### src/rtl/shrot_pkg.sv
package shrot_pkg;

    localparam int DW = 32;
    localparam int AW = $clog2(DW);
    localparam int NFIX = 3;

    typedef enum logic [3:0] {
        OP_DSHA   = 4'd0,
        OP_DSHL   = 4'd1,
        OP_ROTL   = 4'd2,
        OP_ROTR   = 4'd3,
        OP_ROTCL  = 4'd4,
        OP_ROTCR  = 4'd5,
        OP_SHAL   = 4'd6,
        OP_SHAR   = 4'd7,
        OP_SHLL   = 4'd8,
        OP_SHLR   = 4'd9,
        OP_SHLL2  = 4'd10,
        OP_SHLR2  = 4'd11,
        OP_SHLL8  = 4'd12,
        OP_SHLR8  = 4'd13,
        OP_SHLL16 = 4'd14,
        OP_SHLR16 = 4'd15
    } shop_e;

    typedef struct packed {
        logic [DW-1:0] value;
        logic          tflag;
    } shres_t;

    // Distance of fixed-shift slot k
    function automatic int fixed_amt(input int k);
        return (k == 0) ? 2 : ((k == 1) ? 8 : 16);
    endfunction

    function automatic logic is_dynamic(input shop_e op);
        return (op == OP_DSHA) || (op == OP_DSHL);
    endfunction

endpackage

### src/rtl/shrot_dyn.sv
module shrot_dyn
    import shrot_pkg::*;
(
    input  logic [DW-1:0] opnd,
    input  logic          neg,
    input  logic [AW-1:0] amt,
    input  logic          arith,
    output logic [DW-1:0] res
);
    // Right distance is the negated amount field (nonzero when amt != 0)
    logic [AW-1:0] ramt;
    assign ramt = ~amt + AW'(1);

    always_comb begin
        if (!neg) begin
            res = opnd << amt;
        end else if (amt == '0) begin
            res = arith ? {DW{opnd[DW-1]}} : '0;
        end else if (arith) begin
            res = DW'($signed(opnd) >>> ramt);
        end else begin
            res = opnd >> ramt;
        end
    end
endmodule

### src/rtl/shrot_bit.sv
module shrot_bit
    import shrot_pkg::*;
(
    input  shop_e         op,
    input  logic [DW-1:0] opnd,
    input  logic          t_in,
    output shres_t        res
);
    logic [DW-1:0] fix_l [NFIX];
    logic [DW-1:0] fix_r [NFIX];

    for (genvar k = 0; k < NFIX; k++) begin : g_fix
        assign fix_l[k] = opnd << fixed_amt(k);
        assign fix_r[k] = opnd >> fixed_amt(k);
    end

    logic [1:0] fsel;
    assign fsel = 2'(({1'b0, op[3:1]} - 4'd5));

    always_comb begin
        res.value = opnd;
        res.tflag = t_in;
        unique case (op)
            OP_ROTL:  begin res.value = {opnd[DW-2:0], opnd[DW-1]}; res.tflag = opnd[DW-1]; end
            OP_ROTR:  begin res.value = {opnd[0], opnd[DW-1:1]};    res.tflag = opnd[0];    end
            OP_ROTCL: begin res.value = {opnd[DW-2:0], t_in};       res.tflag = opnd[DW-1]; end
            OP_ROTCR: begin res.value = {t_in, opnd[DW-1:1]};       res.tflag = opnd[0];    end
            OP_SHAL, OP_SHLL: begin
                res.value = {opnd[DW-2:0], 1'b0};
                res.tflag = opnd[DW-1];
            end
            OP_SHAR:  begin res.value = {opnd[DW-1], opnd[DW-1:1]}; res.tflag = opnd[0]; end
            OP_SHLR:  begin res.value = {1'b0, opnd[DW-1:1]};       res.tflag = opnd[0]; end
            OP_SHLL2, OP_SHLR2, OP_SHLL8, OP_SHLR8, OP_SHLL16, OP_SHLR16: begin
                res.value = op[0] ? fix_r[fsel] : fix_l[fsel];
            end
            default: begin
                res.value = opnd;
                res.tflag = t_in;
            end
        endcase
    end
endmodule

### src/rtl/shrot_outreg.sv
module shrot_outreg
    import shrot_pkg::*;
#(
    parameter bit REG = 1'b1
) (
    input  logic   clk,
    input  logic   rst,
    input  shres_t d,
    output shres_t q
);
    if (REG) begin : g_reg
        always_ff @(posedge clk) begin
            if (rst) q <= '0;
            else     q <= d;
        end
    end else begin : g_pass
        assign q = d;
    end
endmodule

### src/rtl/shrot_core.sv
module shrot_core
    import shrot_pkg::*;
#(
    parameter bit REG_OUT = 1'b1
) (
    input  logic          clk,
    input  logic          rst,
    input  logic [3:0]    op_i,
    input  logic [DW-1:0] operand_i,
    input  logic [DW-1:0] ctrl_i,
    input  logic          t_i,
    output logic [DW-1:0] result_o,
    output logic          t_o
);
    shop_e         op;
    logic [DW-1:0] dyn_val;
    shres_t        bit_res;
    shres_t        sel_res;
    shres_t        out_res;
    logic          unused_ctrl;

    assign op          = shop_e'(op_i);
    assign unused_ctrl = ^ctrl_i[DW-2:AW];

    shrot_dyn u_dyn (
        .opnd  (operand_i),
        .neg   (ctrl_i[DW-1]),
        .amt   (ctrl_i[AW-1:0]),
        .arith (op == OP_DSHA),
        .res   (dyn_val)
    );

    shrot_bit u_bit (
        .op   (op),
        .opnd (operand_i),
        .t_in (t_i),
        .res  (bit_res)
    );

    always_comb begin
        if (is_dynamic(op)) begin
            sel_res.value = dyn_val;
            sel_res.tflag = t_i;
        end else begin
            sel_res = bit_res;
        end
    end

    shrot_outreg #(.REG(REG_OUT)) u_oreg (
        .clk (clk),
        .rst (rst),
        .d   (sel_res),
        .q   (out_res)
    );

    assign result_o = out_res.value;
    assign t_o      = out_res.tflag;
endmodule

### config.mk
export PLATFORM = sky130hd
export DESIGN_NAME = shrot_core
export DESIGN_NICKNAME = d
export VERILOG_FILES = /design/src/rtl/shrot_pkg.sv /design/src/rtl/shrot_dyn.sv /design/src/rtl/shrot_bit.sv /design/src/rtl/shrot_outreg.sv /design/src/rtl/shrot_core.sv
export SDC_FILE = /design/constraint.sdc
export NUM_CORES = 1
export LEC_CHECK = 0
export BUFFER_PORTS_ARGS = -buffer_cell sky130_fd_sc_hd__buf_2
export CORE_UTILIZATION = 55
export CTS_BUF_LIST = sky130_fd_sc_hd__clkbuf_2 sky130_fd_sc_hd__clkbuf_4 sky130_fd_sc_hd__clkbuf_8
export DETAILED_ROUTE_END_ITERATION = 7
export PLACE_DENSITY = 0.8
export RECOVER_POWER = 25
export SLEW_MARGIN = 15
export SYNTH_ARGS = -nofsm -noshare
export SYNTH_HDL_FRONTEND = slang
export SYNTH_HIERARCHICAL = 1
export SYNTH_SLANG_ARGS = --single-unit
### constraint.sdc
create_clock -name clk -period 3.35 [get_ports clk]
set_clock_uncertainty 0.15 [all_clocks]
set_input_delay 0.335 -clock clk [delete_from_list [all_inputs] [get_ports clk]]
set_output_delay 0.335 -clock clk [all_outputs]
set_load 0.1 [all_outputs]
Word-level counts from Yosys, hierarchy flattened
Index checks and enable logic that the tools add are counted.
W data, S select, Z words.
{"block": "op_classes", "n_addsub": 2, "magnitude_cmp": 1, "n_eq_ne": 15, "shifts": 3, "mux": 14, "bitwise": 2, "reduce_logical": 7}
{"cell": "$mux W32", "count": 9}
{"cell": "$pmux W32 S8", "count": 1}
{"cell": "$bmux W32 S2", "count": 2}
{"cell": "$mux W33", "count": 1}
{"cell": "$eq A4 B4 Y1 const B", "count": 8}
{"cell": "$shl A32 B5 Y32", "count": 1}
{"cell": "$shr A32 B5 Y32", "count": 1}
{"cell": "$sshr A32 B5 Y32", "count": 1}
{"cell": "$eq A4 B3 Y1 const B", "count": 4}
{"cell": "$eq A4 B2 Y1 const B", "count": 2}
{"cell": "$reduce_or A4 Y1", "count": 2}
{"cell": "$reduce_or A6 Y1", "count": 1}
{"cell": "$add A5 B1 Y5 const B", "count": 1}
{"cell": "$logic_not A5 Y1", "count": 1}
{"cell": "$not A5 Y5", "count": 1}
{"cell": "$eq A4 B1 Y1 const B", "count": 1}
{"cell": "$logic_not A4 Y1", "count": 1}
{"cell": "$ge A3 B3 Y1 const B", "count": 1}
{"cell": "$not A2 Y3", "count": 1}
{"cell": "$pmux W1 S2", "count": 1}
{"cell": "$reduce_or A2 Y1", "count": 1}
{"cell": "$sub A2 B1 Y2 const B", "count": 1}
{"cell": "$logic_or A1 B1 Y1", "count": 1}
{"block": "totals", "ff_bits": 33, "in_bits": 71, "output_inout_bits": 33, "word_cells": 46}

Longest topological paths before layout
{"block": "logic_depth", "ltp_word": 8, "ltp_mapped": 16, "depth_no_buf": 11}

Cells and area by module
Netlist, hierarchy kept.
{"module": "shrot_dyn", "n_inst": 1, "cells_each": 483, "area_per_inst_um2": 4046.4, "seq_area_each_um2": 0.0}
{"module": "shrot_bit", "n_inst": 1, "cells_each": 356, "area_per_inst_um2": 2337.2, "seq_area_each_um2": 0.0}
{"module": "shrot_outreg", "n_inst": 1, "cells_each": 69, "area_per_inst_um2": 889.6, "seq_area_each_um2": 660.6}
{"module": "shrot_core", "n_inst": 1, "cells_each": 38, "area_per_inst_um2": 427.9, "seq_area_each_um2": 0.0}

Least setup slack after synthesis
No wires, ideal clock.
{"block": "synth_path", "kind": "input-to-reg", "start": "input ctrl_i[0]", "end": "register u_oreg/q[18] in the netlist's numbering", "setup_ps": 114, "arrival_time_ps": 3082, "required_time_ps": 3086, "path_slack_ps": 4, "cell_stages": 15, "n_path_buf": 5, "path_cell_list": "buf_6 buf_12 inv_2 buf_2 ha_1 nor3b_1 ha_1 clkbuf_1 nor2_1 clkbuf_1 o21ai_0 a21oi_1 a221o_1 mux2_2 nor2b_1"}
{"element": "start, declared", "line": "shrot_core.sv:10", "text": "input logic [DW-1:0] ctrl_i,"}
{"element": "end signal, assigned", "line": "shrot_outreg.sv:13", "text": "if (rst) q <= '0;"}
{"element": "end signal, assigned", "line": "shrot_outreg.sv:14", "text": "else q <= d;"}
{"element": "end, declared", "line": "shrot_outreg.sv:9", "text": "output shres_t q"}

==> impl_metrics.prom <==
# TYPE chip_impl_metric gauge
chip_impl_metric{name="vias",unit=""} 8453
chip_impl_metric{name="share_of_layout_cells_above_drive_strength_1",unit="%"} 25.6
chip_impl_metric{name="avgViaCountPerCell",unit=""} 7.36
chip_impl_metric{name="maxSlewViolCount",unit=""} 0
chip_impl_metric{name="layout_worst_path_cycle_share",unit="%"} 92.9
chip_impl_metric{name="post_cts_buffers",unit=""} 0
chip_impl_metric{name="critPathRequiredTime",unit="ns"} 3.33
chip_impl_metric{name="die-height",unit="µm"} 120
chip_impl_metric{name="synth_simple_gate_area_share",unit="%"} 18.0
chip_impl_metric{name="globalRouteOverflowTotal",unit=""} 0
chip_impl_info{name="rsz0062_at_grt",value="no"} 1
chip_impl_metric{name="drt.antenna.violating_nets",unit=""} 0
chip_impl_metric{name="gpl.final_weighted_congestion",unit=""} 1.03
chip_impl_info{name="endpoint_kind",value="register"} 1
chip_impl_metric{name="grt_pass1_wl",unit="µm"} 43900
chip_impl_metric{name="syn2layout_area_growth",unit="%"} 6.11
chip_impl_metric{name="synth_xor_area_share",unit="%"} 0.666
chip_impl_metric{name="yosys_warnings",unit=""} 6
chip_impl_info{name="outcome",value="complete, no violations"} 1
chip_impl_metric{name="cts-buffers-inserted",unit=""} 5
chip_impl_metric{name="ys_async_sr_fraction",unit="%"} 0
chip_impl_info{name="hold_ep",value="u_oreg/q[0]$_SDFF_PP0_"} 1
chip_impl_metric{name="fp.dieArea",unit="µm²"} 14500
chip_impl_metric{name="report.final.hold_viol_count",unit=""} 0
chip_impl_info{name="hold_path.startpoint",value="t_i"} 1
chip_impl_metric{name="area_used_by_sequential_logic_in_the_layout",unit="µm²"} 661
chip_impl_metric{name="post_synth_mux_area_share",unit="%"} 36.5
chip_impl_info{name="crit_path_cell_trace",value="buf_2 -> clkinv_1 -> ha_2 -> buf_12 -> mux2_2 -> mux4_2 -> nor2_1 -> a211oi_1 -> a21oi_1 -> a21oi_1 -> mux2_2 -> nor2b_1"} 1
chip_impl_info{name="ys.flop_type",value="sky130_fd_sc_hd__dfxtp_1"} 1
chip_impl_metric{name="avgSynthCellArea",unit="µm²"} 8.14
chip_impl_metric{name="yosysSeqAreaShare",unit="%"} 8.58
chip_impl_metric{name="period_minus_slack",unit="ns"} 3.11
chip_impl_metric{name="vdd.ir_drop.worst",unit="µV"} 218
chip_impl_metric{name="nFillCells",unit=""} 1201
chip_impl_info{name="biggestRegsByFlops",value="u_oreg/q (33)"} 1
chip_impl_info{name="clockRootBuffer",value="sky130_fd_sc_hd__clkbuf_8"} 1
chip_impl_metric{name="postSynthNetCount",unit=""} 1019
chip_impl_metric{name="placed_area",unit="µm²"} 8100
chip_impl_metric{name="grt_start_max_net_pins",unit=""} 96
chip_impl_info{name="worst_setup_path_type",value="primary input to register"} 1
chip_impl_metric{name="via_count_of_the_first_global_routing_pass",unit=""} 7299
chip_impl_metric{name="clkSlewWorstSetupHoldPaths",unit="ns"} 0.06
chip_impl_metric{name="post-route-cell-area",unit="µm²"} 8170
chip_impl_metric{name="netlist_area",unit="µm²"} 7700
chip_impl_metric{name="synth_seq_cells",unit=""} 33
chip_impl_metric{name="post_cts_resize_count",unit=""} 0
chip_impl_info{name="register_ranked_first_by_flip_flop_count",value="u_oreg/q"} 1
chip_impl_metric{name="timing.fmax",unit="GHz"} 0.321
chip_impl_metric{name="std_cell_rows",unit=""} 42
chip_impl_metric{name="detailedRoute.firstPassIterationCount",unit=""} 7
chip_impl_metric{name="setup-tns-final",unit="ns"} 0
chip_impl_metric{name="fp.coreArea",unit="µm²"} 13500
chip_impl_metric{name="holdBufCountCts",unit=""} 0
chip_impl_metric{name="design.final.nets",unit=""} 1046
chip_impl_metric{name="gr-usage-all-layers",unit="%"} 39.9
chip_impl_metric{name="antenna_found_initial",unit=""} 1
chip_impl_metric{name="ys_types",unit=""} 75
chip_impl_metric{name="die-width",unit="µm"} 120
chip_impl_metric{name="worstPathMaxFanout",unit=""} 20
chip_impl_metric{name="synth_cells",unit=""} 946
chip_impl_metric{name="clock-sinks",unit=""} 33
chip_impl_metric{name="largest_register_ffs",unit=""} 33
chip_impl_metric{name="whs_path_depth",unit=""} 3
chip_impl_metric{name="totalWireLength",unit="µm"} 29400
chip_impl_metric{name="drt_drc_violations_left",unit=""} 0
chip_impl_metric{name="synth_enable_flop_cells",unit=""} 0
chip_impl_metric{name="power_per_cell_area",unit="nW/µm²"} 300
chip_impl_info{name="synth_top_family_by_area",value="multiplexers"} 1
chip_impl_info{name="hp-class",value="primary input to register"} 1
chip_impl_info{name="tritoncts",value="yes"} 1
chip_impl_info{name="startpoint_type",value="primary input"} 1
chip_impl_metric{name="cts_max_level",unit=""} 2
chip_impl_metric{name="wl_per_cell",unit="µm"} 25.6
chip_impl_metric{name="dp_hpwl",unit="µm"} 20800
chip_impl_metric{name="synth-adder-area-share",unit="%"} 0.455
chip_impl_metric{name="place.port_buffers",unit=""} 77
chip_impl_metric{name="cts_max_path_buffers",unit=""} 2
chip_impl_metric{name="floorplan.initialDensity",unit="%"} 57.2
chip_impl_metric{name="synth-compound-area-share",unit="%"} 26.9
chip_impl_metric{name="worst_pin_slew",unit="ns"} 1.18
chip_impl_metric{name="cellLeakagePower",unit="nW"} 3.17
chip_impl_metric{name="boundaryPins",unit=""} 104
chip_impl_metric{name="worst_path_largest_cell_delay",unit="ns"} 0.48
chip_impl_metric{name="critical_path_arrival",unit="ns"} 3.10
chip_impl_metric{name="report.final.setup_viol",unit=""} 0
chip_impl_metric{name="drv.max_cap_violation_count",unit=""} 0
chip_impl_metric{name="diodes",unit=""} 0
chip_impl_info{name="critical-path-slowest-cell",value="sky130_fd_sc_hd__mux4_2"} 1
chip_impl_metric{name="multi_input_comb_area",unit="µm²"} 6370
chip_impl_metric{name="timing.slew.headroom",unit="%"} 21.6
chip_impl_metric{name="initialDrtViolationCount",unit=""} 1765
-- area by class of cell --
type	instances	area share (%)
Sequential cell	33	8.08
Clock buffer	7	1.10
Timing Repair Buffer	122	9.43
Inverter	15	0.689
Tap cell	176	2.69
Multi-Input combinational cell	796	78.0
-- logic make-up after synthesis --
group                    after synthesis
buffers and inverters                117
XOR/XNOR                               5
AO/OA/AOI/OAI                        313
AND/OR/NAND/NOR                      278
adder cells (fa/ha/maj)                3
multiplexers                         197
flip-flops                            33
-- worst max-delay path by stage --
stage / endpoint / slack [ns] / startpoint / depth (start not counted)
after floorplan: u_oreg/q[18]$_SDFF_PP0_ / 0.004 / ctrl_i[0] / 15
after global placement: u_oreg/q[1]$_SDFF_PP0_ / 0.07 / ctrl_i[1] / 13
after detailed placement: u_oreg/q[1]$_SDFF_PP0_ / 0.04 / ctrl_i[1] / 13
after CTS: u_oreg/q[16]$_SDFF_PP0_ / 0.31 / ctrl_i[1] / 12
after global routing: u_oreg/q[17]$_SDFF_PP0_ / 0.16 / ctrl_i[1] / 13
final: u_oreg/q[16]$_SDFF_PP0_ / 0.24 / ctrl_i[1] / 12
-- worst max-delay path, delay by kind of cell --
family	cells	cell delay (ns)
AO/OA/AOI/OAI	3	0.39
adder cells (fa/ha/maj)	1	0.47
buffers and inverters	3	0.37
multiplexers	3	1.15
AND/OR/NAND/NOR	2	0.37
-- layer usage --
layer	global-route usage (%)	up-vias	part of all wire, %
li1	-	3707	-
met1	58.1	3906	39
met2	57.0	751	42
met3	9.67	89	15
met4	13.7	0	3.9
met5	0	-	0
-- cells in the final DEF (no fill, tap or decap), types with 17 or more instances in the layout --
cell	n
sky130_fd_sc_hd__mux2i_1	76
sky130_fd_sc_hd__o22ai_1	18
sky130_fd_sc_hd__nand2_1	104
sky130_fd_sc_hd__o21ai_0	60
sky130_fd_sc_hd__buf_4	42
sky130_fd_sc_hd__buf_2	59
sky130_fd_sc_hd__a211oi_1	17
sky130_fd_sc_hd__mux2_2	59
sky130_fd_sc_hd__nor2b_1	44
sky130_fd_sc_hd__dfxtp_1	33
sky130_fd_sc_hd__mux4_2	54
sky130_fd_sc_hd__a21oi_1	76
sky130_fd_sc_hd__nor2_1	47
-- cells in the mapped netlist (4+ instances only) --
cell / instances / area (µm²)
sky130_fd_sc_hd__nand2_1: 104 / 390
sky130_fd_sc_hd__a21oi_1: 76 / 380
sky130_fd_sc_hd__mux2i_1: 76 / 761
sky130_fd_sc_hd__o21ai_0: 60 / 300
sky130_fd_sc_hd__mux2_2: 59 / 664
sky130_fd_sc_hd__mux4_2: 54 / 1220
sky130_fd_sc_hd__nor2_1: 48 / 180
sky130_fd_sc_hd__nor2b_1: 44 / 275
sky130_fd_sc_hd__buf_2: 34 / 170
sky130_fd_sc_hd__dfxtp_1: 33 / 661
sky130_fd_sc_hd__clkbuf_1: 26 / 97.6
sky130_fd_sc_hd__buf_4: 18 / 135
sky130_fd_sc_hd__o22ai_1: 18 / 113
sky130_fd_sc_hd__a211oi_1: 17 / 128
sky130_fd_sc_hd__buf_6: 16 / 180
sky130_fd_sc_hd__o221ai_1: 16 / 140
sky130_fd_sc_hd__nand3_1: 15 / 75.1
sky130_fd_sc_hd__nor3_1: 15 / 75.1
sky130_fd_sc_hd__o211ai_1: 14 / 105
sky130_fd_sc_hd__a22oi_1: 13 / 97.6
sky130_fd_sc_hd__nand2b_1: 13 / 81.3
sky130_fd_sc_hd__o21ai_1: 13 / 65.1
sky130_fd_sc_hd__a221oi_1: 12 / 105
sky130_fd_sc_hd__a221o_1: 11 / 110
sky130_fd_sc_hd__a31oi_1: 10 / 62.6
sky130_fd_sc_hd__inv_1: 10 / 37.5
sky130_fd_sc_hd__o21a_1: 9 / 67.6
sky130_fd_sc_hd__buf_1: 7 / 26.3
sky130_fd_sc_hd__nor3b_1: 7 / 52.6
sky130_fd_sc_hd__and2_1: 6 / 37.5
sky130_fd_sc_hd__mux4_1: 5 / 131
sky130_fd_sc_hd__a2bb2oi_1: 4 / 35.0
sky130_fd_sc_hd__and3_1: 4 / 25.0
sky130_fd_sc_hd__xnor2_1: 4 / 35.0
-- per-stage QoR --
step / instances / total power [mW] / setup WS [ns] / hold slack [ns] / utilization (%)
2_1_floorplan: 946 / 1.67 / 0.00401 / 0.257 / -
3_3_place_gp: 1142 / 2.09 / 0.0713 / 0.601 / 60.2
3_5_place_dp: 1142 / 2.10 / 0.0419 / 0.612 / 60.2
4_1_cts: 1149 / 2.40 / 0.314 / 0.333 / 60.9
5_1_grt: 1149 / 2.54 / 0.156 / 0.350 / 60.7
6_report: 1149 / 2.45 / 0.238 / 0.338 / 60.7
-- report_power, final --
part | switching [mW] | total (mW) | internal, mW
combinational | 1.12 | 1.72 | 0.596
sequential | 0.00943 | 0.440 | 0.430
clock | 0.123 | 0.294 | 0.171
total | 1.25 | 2.45 | 1.20
Power figures use the tool's default switching activity.
